$ cat src/rtl/ensync_pkg.sv
package ensync_pkg;
  typedef enum logic [1:0] {
    MODE_STANDBY  = 2'd0,
    MODE_INTERNAL = 2'd1,
    MODE_ARMING   = 2'd2,
    MODE_EXTERNAL = 2'd3
  } ensync_mode_e;
endpackage

$ cat src/rtl/ensync_input_sync.sv
module ensync_input_sync #(
  parameter int STAGES = 2
) (
  input  logic clk,
  input  logic rst,
  input  logic pin,
  output logic level,
  output logic rise
);
  logic [STAGES-1:0] chain;
  logic              level_d;

  genvar g;
  generate
    for (g = 0; g < STAGES; g++) begin : g_stage
      if (g == 0) begin : g_first
        always_ff @(posedge clk) begin
          if (rst) chain[0] <= 1'b0;
          else     chain[0] <= pin;
        end
      end else begin : g_next
        always_ff @(posedge clk) begin
          if (rst) chain[g] <= 1'b0;
          else     chain[g] <= chain[g-1];
        end
      end
    end
  endgenerate

  always_ff @(posedge clk) begin
    if (rst) level_d <= 1'b0;
    else     level_d <= chain[STAGES-1];
  end

  assign level = chain[STAGES-1];
  assign rise  = chain[STAGES-1] & ~level_d;
endmodule

$ cat src/rtl/ensync_edge_watch.sv
module ensync_edge_watch #(
  parameter int TIMEOUT_CYCLES = 426
) (
  input  logic clk,
  input  logic rst,
  input  logic rise,
  output logic quiet
);
  localparam int CW = $clog2(TIMEOUT_CYCLES + 1);
  localparam logic [CW-1:0] LIMIT = CW'(TIMEOUT_CYCLES);

  logic [CW-1:0] idle_cnt;

  always_ff @(posedge clk) begin
    if (rst)                    idle_cnt <= LIMIT;
    else if (rise)              idle_cnt <= '0;
    else if (idle_cnt != LIMIT) idle_cnt <= idle_cnt + 1'b1;
  end

  assign quiet = (idle_cnt == LIMIT);
endmodule

$ cat src/rtl/ensync_osc.sv
module ensync_osc #(
  parameter int PERIOD = 277
) (
  input  logic clk,
  input  logic rst,
  input  logic run,
  output logic tick
);
  localparam int CW = (PERIOD > 1) ? $clog2(PERIOD) : 1;
  localparam logic [CW-1:0] LAST = CW'(PERIOD - 1);

  logic [CW-1:0] phase;

  always_ff @(posedge clk) begin
    if (rst || !run)    phase <= '0;
    else if (phase == LAST) phase <= '0;
    else                phase <= phase + 1'b1;
  end

  assign tick = run && (phase == '0);
endmodule

$ cat src/rtl/ensync_mode_ctrl.sv
module ensync_mode_ctrl
  import ensync_pkg::*;
#(
  parameter int SETTLE_CYCLES = 3125
) (
  input  logic         clk,
  input  logic         rst,
  input  logic         level,
  input  logic         rise,
  input  logic         quiet,
  input  logic         osc_tick,
  output ensync_mode_e mode_next,
  output logic         standby,
  output logic         sync_active,
  output logic         cycle_start
);
  localparam int SW = $clog2(SETTLE_CYCLES + 1);
  localparam logic [SW-1:0] SETTLE_LAST = SW'(SETTLE_CYCLES - 1);

  ensync_mode_e  mode_q;
  logic [SW-1:0] settle_cnt;
  logic          idle;

  assign idle = quiet && !rise;

  always_comb begin
    mode_next = mode_q;
    unique case (mode_q)
      MODE_STANDBY: begin
        if (rise) mode_next = MODE_INTERNAL;
      end
      MODE_INTERNAL: begin
        if (rise)                 mode_next = MODE_ARMING;
        else if (idle && !level)  mode_next = MODE_STANDBY;
      end
      MODE_ARMING: begin
        if (idle)                            mode_next = level ? MODE_INTERNAL : MODE_STANDBY;
        else if (settle_cnt == SETTLE_LAST)  mode_next = MODE_EXTERNAL;
      end
      MODE_EXTERNAL: begin
        if (idle) mode_next = level ? MODE_INTERNAL : MODE_STANDBY;
      end
      default: mode_next = MODE_STANDBY;
    endcase
  end

  always_ff @(posedge clk) begin
    if (rst) begin
      mode_q      <= MODE_STANDBY;
      settle_cnt  <= '0;
      standby     <= 1'b1;
      sync_active <= 1'b0;
      cycle_start <= 1'b0;
    end else begin
      mode_q      <= mode_next;
      if (mode_q != MODE_ARMING)           settle_cnt <= '0;
      else if (settle_cnt != SETTLE_LAST)  settle_cnt <= settle_cnt + 1'b1;
      standby     <= (mode_next == MODE_STANDBY);
      sync_active <= (mode_next == MODE_EXTERNAL);
      cycle_start <= ((mode_next == MODE_EXTERNAL) && rise) || osc_tick;
    end
  end
endmodule

$ cat src/rtl/ensync_clock_select.sv
module ensync_clock_select
  import ensync_pkg::*;
#(
  parameter int SYS_CLK_KHZ  = 125000,
  parameter bit FAST_VARIANT = 1'b1,
  parameter int SETTLE_US    = 25,
  parameter int SYNC_STAGES  = 2
) (
  input  logic clk,
  input  logic rst,
  input  logic en_sync_in,
  output logic standby,
  output logic sync_active,
  output logic cycle_start
);
  localparam int OSC_KHZ        = FAST_VARIANT ? 450 : 300;
  localparam int MIN_EXT_KHZ    = FAST_VARIANT ? 440 : 280;
  localparam int OSC_CYCLES     = SYS_CLK_KHZ / OSC_KHZ;
  localparam int TIMEOUT_CYCLES = (SYS_CLK_KHZ / MIN_EXT_KHZ) * 3 / 2;
  localparam int SETTLE_CYCLES  = SYS_CLK_KHZ * SETTLE_US / 1000;

  logic         level;
  logic         rise;
  logic         quiet;
  logic         osc_tick;
  logic         osc_run;
  ensync_mode_e mode_next;

  ensync_input_sync #(.STAGES(SYNC_STAGES)) u_sync (
    .clk   (clk),
    .rst   (rst),
    .pin   (en_sync_in),
    .level (level),
    .rise  (rise)
  );

  ensync_edge_watch #(.TIMEOUT_CYCLES(TIMEOUT_CYCLES)) u_watch (
    .clk   (clk),
    .rst   (rst),
    .rise  (rise),
    .quiet (quiet)
  );

  assign osc_run = (mode_next == MODE_INTERNAL) || (mode_next == MODE_ARMING);

  ensync_osc #(.PERIOD(OSC_CYCLES)) u_osc (
    .clk  (clk),
    .rst  (rst),
    .run  (osc_run),
    .tick (osc_tick)
  );

  ensync_mode_ctrl #(.SETTLE_CYCLES(SETTLE_CYCLES)) u_ctrl (
    .clk         (clk),
    .rst         (rst),
    .level       (level),
    .rise        (rise),
    .quiet       (quiet),
    .osc_tick    (osc_tick),
    .mode_next   (mode_next),
    .standby     (standby),
    .sync_active (sync_active),
    .cycle_start (cycle_start)
  );
endmodule

$ cat config.mk
export PLATFORM = sky130hd
export DESIGN_NAME = ensync_clock_select
export DESIGN_NICKNAME = d
export VERILOG_FILES = /design/src/rtl/ensync_pkg.sv /design/src/rtl/ensync_input_sync.sv /design/src/rtl/ensync_edge_watch.sv /design/src/rtl/ensync_osc.sv /design/src/rtl/ensync_mode_ctrl.sv /design/src/rtl/ensync_clock_select.sv
export SDC_FILE = /design/constraint.sdc
export NUM_CORES = 1
export LEC_CHECK = 0
export CORE_UTILIZATION = 50
export CTS_CLUSTER_DIAMETER = 150
export DETAILED_ROUTE_END_ITERATION = 6
export DONT_BUFFER_PORTS = 1
export SYNTH_ARGS = -nofsm -noshare
export SYNTH_HDL_FRONTEND = slang
export SYNTH_HIERARCHICAL = 1
export SYNTH_SLANG_ARGS = --single-unit
$ cat constraint.sdc
create_clock -name clk -period 3.3 [get_ports clk]
set_clock_uncertainty 0.1 [all_clocks]
set_input_delay 0.33 -clock clk [delete_from_list [all_inputs] [get_ports clk]]
set_output_delay 0.33 -clock clk [all_outputs]
set_load 0.02 [all_outputs]
Word-level counts from Yosys, hierarchy flattened:

Index checks and enable logic that the tools add are counted.

* word-level logic and storage cells: 55
* output and inout bits: 3
* register bits after elaboration: 38

* reductions and logical operators: 17
* bitwise logic cells: 2
* mux-type cells: 10
* add/subtract/negate cells: 3
* eq/ne operators: 12

Operator list (number)
* adder 9 x 1 -> 9 bit, second input constant: 2
* equality test 9 bit, second input constant: 2
* 2-to-1 mux 9 bit: 2
* adder 12 x 1 -> 12 bit, second input constant: 1
* equality test 12 bit, second input constant: 1
* 2-to-1 mux 2 bit: 6
* inequality test 12 bit, second input constant: 1
* logical NOT 9 bit: 1
* inequality test 9 bit, second input constant: 1
* equality test 2 bit, second input constant: 4
* one-hot mux 2 bit (4 select lines): 1
* OR reduction 2 bit: 3
* equality test 2 x 1 -> 1 bit, second input constant: 2
* logical AND 1 bit: 4
* logical NOT 2 bit: 2
* logical NOT 1 bit: 3
* logical OR 1 bit: 3
* inequality test 2 bit, second input constant: 1
* nonzero test 2 bit: 1
* AND 1 bit: 1
* 2-to-1 mux 1 bit: 1
* inverter 1 bit: 1

Depth between registers and ports, before layout:

Gate-level depths: netlist of run 1.

* word-level depth: 13
* depth in mapped cells: 12
* depth with buffers taken out: 12

Cells and area by module:

Netlist of run 1, hierarchy kept.

By module, submodules not included
* ensync_mode_ctrl: area each 864.6 um^2, times used 1, sequential area each 340.3 um^2, cells each 98
* ensync_edge_watch: area each 442.9 um^2, times used 1, sequential area each 180.2 um^2, cells each 50
* ensync_osc: area each 424.2 um^2, times used 1, sequential area each 180.2 um^2, cells each 48
* ensync_input_sync: area each 87.6 um^2, times used 1, sequential area each 60.1 um^2, cells each 7
* ensync_clock_select: area each 8.8 um^2, times used 1, sequential area each 0.0 um^2, cells each 1

Worst setup path before layout of run 1:

Ideal clock, no wire load.

* path kind: reg2reg
* start: register u_watch.idle_cnt[0]
* end: register u_ctrl.cycle_start
* path slack: 0.781 ns
* data arrival time: 2.333 ns
* buffers on the path: 0
* stages on the path, launching flop included: 13
* path through: dfxtp_1 -> inv_1 -> ha_1 -> or4b_4 -> nor2_1 -> inv_1 -> o21ai_0 -> nand2_1 -> xor2_1 -> nand3_1 -> nor3_1 -> nor2_1 -> a211oi_1

* cells in the longest elaborated chain, start to end: 10
* elaborated cells on any way between the ends: 15

RTL lines
* start, declared: line ensync_edge_watch.sv:12 `logic [CW-1:0] idle_cnt;`
* start signal, assigned: line ensync_edge_watch.sv:17 `else if (idle_cnt != LIMIT) idle_cnt <= idle_cnt + 1'b1;`
* equality test 9 bit (*): line ensync_edge_watch.sv:20 `assign quiet = (idle_cnt == LIMIT);`
* named net quiet: line ensync_clock_select.sv:24 `logic quiet;`
* logical AND 1 bit (*): line ensync_mode_ctrl.sv:24 `assign idle = quiet && !rise;`
* logical AND 1 bit: line ensync_mode_ctrl.sv:34 `else if (idle && !level) mode_next = MODE_STANDBY;`
* 2-to-1 mux 2 bit: line ensync_mode_ctrl.sv:34
* 2-to-1 mux 2 bit: line ensync_mode_ctrl.sv:33 `if (rise) mode_next = MODE_ARMING;`
* one-hot mux 2 bit (4 select lines) (*): line ensync_mode_ctrl.sv:28 `unique case (mode_q)`
* named net mode_next[1]: line ensync_clock_select.sv:27 `ensync_mode_e mode_next;`
* equality test 2 x 1 -> 1 bit / equality test 2 bit (equally long branches): line ensync_clock_select.sv:44 `assign osc_run = (mode_next == MODE_INTERNAL) || (mode_next == MODE_ARMING);`
* logical OR 1 bit (*): line ensync_clock_select.sv:44
* named net osc_run: line ensync_clock_select.sv:26 `logic osc_run;`
* logical AND 1 bit (*): line ensync_osc.sv:20 `assign tick = run && (phase == '0);`
* named net osc_tick: line ensync_clock_select.sv:25 `logic osc_tick;`
* logical OR 1 bit (*): line ensync_mode_ctrl.sv:60 `cycle_start <= ((mode_next == MODE_EXTERNAL) && rise) || osc_tick;`
* end signal, assigned: line ensync_mode_ctrl.sv:60
* end, declared: line ensync_mode_ctrl.sv:15 `output logic cycle_start`

The timed path passes the listed nets; every way through them passes the cells marked *.
A chain may end at the register's enable or synchronous reset.

Worst setup path in the final report of run 1:

Same ends and word-level chain as after synthesis.

==> out/metrics.cfg, run 1 <==
[setup_path]
cp-end-kind=flop
crit_fanout=6
start_kind=flop
path_buf_inv=2
critPathTopFamily=simple AND/OR/NAND/NOR gates
reg2reg_to=u_ctrl/cycle_start
cp.required_ns=3.46
r2r_start=u_watch/idle_cnt[0]
crit_arrival_ns=2.97
cp_slowest_cell=or4b_4
crit_type=flop to flop
path_cells=inv_1, ha_1, or4b_4, nor2_1, inv_1, o21ai_0, nand2_1, xor2_1, nand3_1, nor3_1, nor2_1, a211oi_1
worst_r2r_path_depth=12
slowest_delay_ns=0.49
rrSetupSlack_ns=0.49

[power]
p_sw_share_pct=27.4
intPower_uw=646
power_frac_comb_pct=16.0
sequentialPowerShare_pct=57.7
p_per_area_mw_per_mm2=463
leakage_nw=0.612
clockPowerShare_pct=26.3
ir_worst_vdd_mv=0.263
total_power_uw=890
power_switching_uw=244

[cells_and_area]
drive_gt1_share_pct=6.76
diodes=0
nets=217
area_growth_syn_to_layout_pct=5.13

[min_path]
holdPathEnd=u_sync/chain[0]
hold_depth=1
hp-class=primary input to flop
hold_start=en_sync_in

[placed_design]
port_buffers=0
place.gp.congestion=0.817
post-dp-hpwl_um=2520

[grt]
antenna_found_initial=0
grt_max_degree=15
grt_pass1_wl_um=6050
grt_pass1_vias=1340
grt_overflow=0
grt_usage_pct=19.7

[clock_network]
clock-root-buffer=clkbuf_4
cts_tree=built
ctsResizeCount=0
cts_sinks=38
clk_latency_ns=0.34
cts.path.max_buffers=2
htreeDepth=2
hold_buffers=1
clkTransAtPathRegs_ns=0.10
postCtsSetupBuffers=0
cts_buffers=5

[timing]
final.min_clock_period_ns=2.81
worstMarginPinSlew_ns=0.556
fin_crit_sh_pct=85.1
hold_viol=0
max_slew_margin_pct=62.8
finalSetupViolations=0
rsz0062_at_grt=false
setup_tns_ns=0
max_freq_ghz=0.356
final_max_slew_viol_count=0

[floorplan]
fp-row-count=21
initial_core_util_pct=53.5
io_pins=6
die_h_um=62.5
core_mm2=0.00342
die-area_mm2=0.00390
die_w_um=62.5

[logic_synthesis]
yosysSeqAreaShare_pct=41.6
ys_ff_latch=38
syn_inst=204
syn-num-nets=213
synth-warning-count=6
syn-cell-area_mm2=0.00183
ys_types=47
syn_avg_cell_area_um2=8.96

[route]
dr.pass1.iters=4
drc=0
drt_iter0_drc=144
vias=1469
drt-total-wl_um=3430
via_per_inst=5.81
wl_per_cell_um=13.6
postRouteAntennaNets=0

[run]
maxCapViolCount=0

[outcome]
status=complete, no violations

-- power groups by stage --
stage	logic, mW	registers, mW	clock network (mW)
2_1_floorplan	0.123	0.516	0
3_3_place_gp	0.136	0.522	0
3_5_place_dp	0.140	0.524	0
4_1_cts	0.143	0.513	0.244
5_1_grt	0.159	0.518	0.266
6_report	0.142	0.514	0.234
-- layer usage --
metal	up-vias	track usage [%]	wire length (um)
li1	753	-	-
met1	691	24.2	1600
met2	18	32.3	1610
met3	7	5.47	148
met4	0	7.85	66
met5	-	0	0
-- registers in the layout, summed over array words and instances (netlist names), 2 cells and up --
signal and count:
u_ctrl/mode_q 2, u_watch/idle_cnt 9, u_osc/phase 9, u_ctrl/settle_cnt 12
-- layout make-up --
cell class	count	area [um2]
clock buffers	6	51.3
fillers	338	1490
flip-flops and latches	38	761
repair buffers	1	10.0
well taps	46	57.6
inverters	15	56.3
multi-input cells	147	986
-- cells in the final DEF, fill, tap and decap left out, drive strengths merged, types with 3 or more instances in the layout --
| master | n |
|---|---|
| o211ai | 3 |
| xor2 | 4 |
| o21a | 4 |
| or4b | 3 |
| o21ai | 13 |
| ha | 6 |
| dfxtp | 38 |
| nand4 | 7 |
| o311ai | 3 |
| nand3 | 16 |
| nand2 | 10 |
| o31ai | 4 |
| nor3 | 6 |
| xnor2 | 4 |
| nor2b | 5 |
| a21oi | 14 |
| or4 | 5 |
| clkbuf | 6 |
| inv | 15 |
| or3 | 9 |
| nor2 | 9 |
-- cells in the mapped netlist (all sizes together) --
cell type	number	area, um2
mux2i	2	20.0
a31oi	2	12.5
nor2b	5	33.8
nand4b	1	8.76
and2	1	6.26
o21ai	13	65.1
buf	1	11.3
a211oi	2	15.0
or4	5	37.5
o31ai	4	30.0
nor2	9	33.8
or3b	2	17.5
xnor2	4	35.0
dfxtp	38	761
nor3	6	30.0
o22ai	1	6.26
inv	15	56.3
nand4bb	1	11.3
nor3b	2	20.0
or3	9	57.6
o21ba	1	10.0
clkbuf	3	13.8
nand3	16	80.1
nor4bb	1	10.0
nand4	7	50.1
and4b	1	10.0
nand2	10	37.5
o21a	4	30.0
o21bai	1	7.51
xor2	4	35.0
or2b	1	7.51
o211ai	3	22.5
nand2b	2	12.5
ha	6	75.1
nor4	1	6.26
or4b	3	37.5
o311ai	3	43.8
a21oi	14	70.1
-- stage by stage --
stage	setup slack (ns)	instances	instance area, um2	util [%]	hold slack, ns
global placement	0.632	246	1860	54.5	0.304
CTS	0.482	253	1920	56.3	0.00943
global route	0.241	253	1920	56.3	0.0155
floorplan	0.781	204	1830	-	0.299
detailed placement	0.522	246	1860	54.5	0.306
finish	0.491	253	1920	56.3	0.0289
-- worst reg2reg max path, stage by stage (launching register included) --
cell	delay [ns]
dfxtp_1	0.38
inv_1	0.08
ha_1	0.13
or4b_4	0.49
nor2_1	0.20
inv_1	0.08
o21ai_0	0.27
nand2_1	0.11
xor2_1	0.27
nand3_1	0.12
nor3_1	0.22
nor2_1	0.06
a211oi_1	0.22
-- how the worst max path moves through the flow --
| stage | from | to | slack (ns) | cells after the start |
|---|---|---|---|---|
| final | u_watch/idle_cnt[0] | u_ctrl/cycle_start | 0.49 | 12 |
| after global routing | u_watch/idle_cnt[0] | u_ctrl/cycle_start | 0.24 | 12 |
| after CTS | u_watch/idle_cnt[0] | u_ctrl/cycle_start | 0.48 | 12 |
| after detailed placement | u_watch/idle_cnt[0] | u_ctrl/cycle_start | 0.52 | 12 |
| after global placement | u_watch/idle_cnt[0] | u_ctrl/cycle_start | 0.63 | 12 |
| after floorplan | u_watch/idle_cnt[0] | u_ctrl/cycle_start | 0.78 | 12 |
-- kinds of logic (layout without fill, tap and decap cells) --
family                   after synthesis  in the layout  share of synthesized area, %
AND/OR/NAND/NOR                       83             83                          27.8
AO/OA/AOI/OAI                         48             48                          17.1
flip-flops                            38             38                          41.6
buffers and inverters                 19             22                          4.45
XOR/XNOR                               8              8                          3.83
adder cells (fa/ha/maj)                6              6                          4.11
multiplexers                           2              2                          1.10
Power figures use the tool's default switching activity.
==> run 2, diff against run 1 <==
--- a/config.mk
+++ b/config.mk
@@ -6,6 +6,7 @@
 export NUM_CORES = 1
 export LEC_CHECK = 0
 export CORE_UTILIZATION = 50
+export CTS_BUF_LIST = sky130_fd_sc_hd__clkbuf_2
 export CTS_CLUSTER_DIAMETER = 150
 export DETAILED_ROUTE_END_ITERATION = 6
 export DONT_BUFFER_PORTS = 1
==> out/metrics.cfg, run 2 (synthesis results as in run 1) <==
[cells_and_area]
largest-register=u_ctrl/settle_cnt
final_cell_mix=dfxtp_1 (38), nand3_1 (16), inv_1 (15)
final_common_cell=dfxtp_1
area_growth_syn_to_layout_pct=5.00
nets=219
top_regs=u_ctrl/settle_cnt (12), u_osc/phase (9), u_watch/idle_cnt (9)
largest_reg_flops=12
diodes=0
finalNonFillerCells=255
drive_gt1_share_pct=6.22
fin_util_pct=56.2
fillerInstances=340

[setup_path]
path_cells=inv_1, ha_1, or4b_4, nor2_1, inv_1, o21ai_0, nand2_1, xor2_1, nand3_1, nor3_1, nor2_1, a211oi_1
path_buf_inv=2
crit_fanout=6
cp_slowest_cell=or4b_4
critPathTopFamily=simple AND/OR/NAND/NOR gates
crit_cells=12
r2r_start=u_watch/idle_cnt[0]
cp.required_ns=3.51
rrSetupSlack_ns=0.44
start_kind=flop
cp-end-kind=flop
slowest_delay_ns=0.49
startpoint=u_watch/idle_cnt[0]
crit_arrival_ns=3.07
worst_r2r_path_depth=12
setup.worst_path.end=u_ctrl/cycle_start
reg2reg_to=u_ctrl/cycle_start
crit_type=flop to flop

[grt]
grt_overflow=0
antenna_found_initial=0
grt_max_degree=15
grt_usage_pct=19.9
grt_pass1_vias=1351
grt_pass1_wl_um=6110

[timing]
fin_crit_sh_pct=86.6
finalSetupViolations=0
rsz0062_at_grt=false
worstMarginPinSlew_ns=0.565
setup_tns_ns=0
final.min_clock_period_ns=2.86
hold_viol=0
max_slew_margin_pct=62.2
max_freq_ghz=0.350
final_max_slew_viol_count=0

[floorplan]
initial_core_util_pct=53.5
fp-row-count=21
io_pins=6
die-area_mm2=0.00390
die_w_um=62.5
core_mm2=0.00342
die_h_um=62.5

[power]
p_sw_share_pct=29.0
leakage_nw=0.613
power_switching_uw=243
ir_worst_vdd_mv=0.244
intPower_uw=594
power_frac_comb_pct=17.2
p_per_area_mw_per_mm2=436
clockPowerShare_pct=21.4
total_power_uw=837
sequentialPowerShare_pct=61.4

[placed_design]
port_buffers=0
dp.cells=246
place.gp.congestion=0.817
post-dp-hpwl_um=2520

[route]
wl_per_cell_um=13.6
vias=1468
drt-total-wl_um=3470
via_per_inst=5.76
postRouteAntennaNets=0
drc=0
dr.pass1.iters=5
drt_iter0_drc=116

[clock_network]
clk_latency_ns=0.38
cts_buffers=5
cts_sinks=38
clock-root-buffer=clkbuf_2
cts_tree=built
clkTransAtPathRegs_ns=0.17
cts.path.max_buffers=2
htreeDepth=2

[run]
maxCapViolCount=0

[outcome]
status=complete, no violations

[min_path]
hp-class=primary input to flop

==> run 2: cell types whose count changed in the layout (fill, tap and decap cells not counted), sizes merged <==
cell / delta
dlygate4sd3: +2
clkbuf: -1
clkinv: +1
==> run 2: cell type report <==
class                   instances  area [um2]  area share [%]
inverters                      15        56.3            2.93
flip-flops and latches         38         761            39.6
well taps                      46        57.6            3.00
multi-input cells             147         986            51.4
repair buffers                  3        30.0            1.56
clock buffers                   5        25.0            1.30
clock inverters                 1        3.75           0.196
==> run 2: worst register-to-register path, delay by kind of cell, from the launching register on <==
| kind | cells | cell delay (ns) |
|---|---|---|
| AND/OR/NAND/NOR | 6 | 1.20 |
| AO/OA/AOI/OAI | 2 | 0.52 |
| flip-flops | 1 | 0.40 |
| XOR/XNOR | 1 | 0.27 |
| buffers and inverters | 2 | 0.16 |
| adder cells (fa/ha/maj) | 1 | 0.13 |
==> run 2: what timing repair did <==
action                    CTS  global route
gates resized for setup     0             0
hold buffers                2             1
hold endpoints to repair    8             1
buffers inserted            0             0
==> run 2: how the worst min path moves through the flow <==
stage,slack [ns],from,endpoint,cells past startpoint
detailed placement,0.31,rst,u_ctrl/mode_q[1],1
finish,0.08,rst,u_ctrl/settle_cnt[2],3
global placement,0.30,rst,u_sync/level,1
floorplan,0.30,rst,u_ctrl/mode_q[1],1
CTS,0.009,rst,u_watch/idle_cnt[8],2
global route,0.05,rst,u_ctrl/settle_cnt[2],3
==> run 2: routing by layer <==
metal	GRT usage [%]	routed length (um)	vias up	share of wire (%)
li1	-	-	756	-
met1	24.1	1630	684	47
met2	32.9	1590	19	46
met3	6.02	158	9	4.6
met4	7.85	83	0	2.4
met5	0	0	-	0
==> run 2: power by group through the flow <==
stage / sequential, mW / combinational [mW] / clock (mW)
CTS: 0.514 / 0.144 / 0.190
floorplan: 0.516 / 0.123 / 0
global route: 0.519 / 0.162 / 0.210
finish: 0.514 / 0.144 / 0.179
detailed placement: 0.524 / 0.140 / 0
global placement: 0.522 / 0.136 / 0
==> run 2: stage by stage <==
| step | hold slack, ns | setup slack [ns] | cell area, um2 |
|---|---|---|---|
| floorplan | 0.299 | 0.781 | 1830 |
| global placement | 0.304 | 0.632 | 1860 |
| detailed placement | 0.306 | 0.522 | 1860 |
| CTS | 0.00883 | 0.457 | 1910 |
| global route | 0.0452 | 0.212 | 1920 |
| finish | 0.0808 | 0.441 | 1920 |
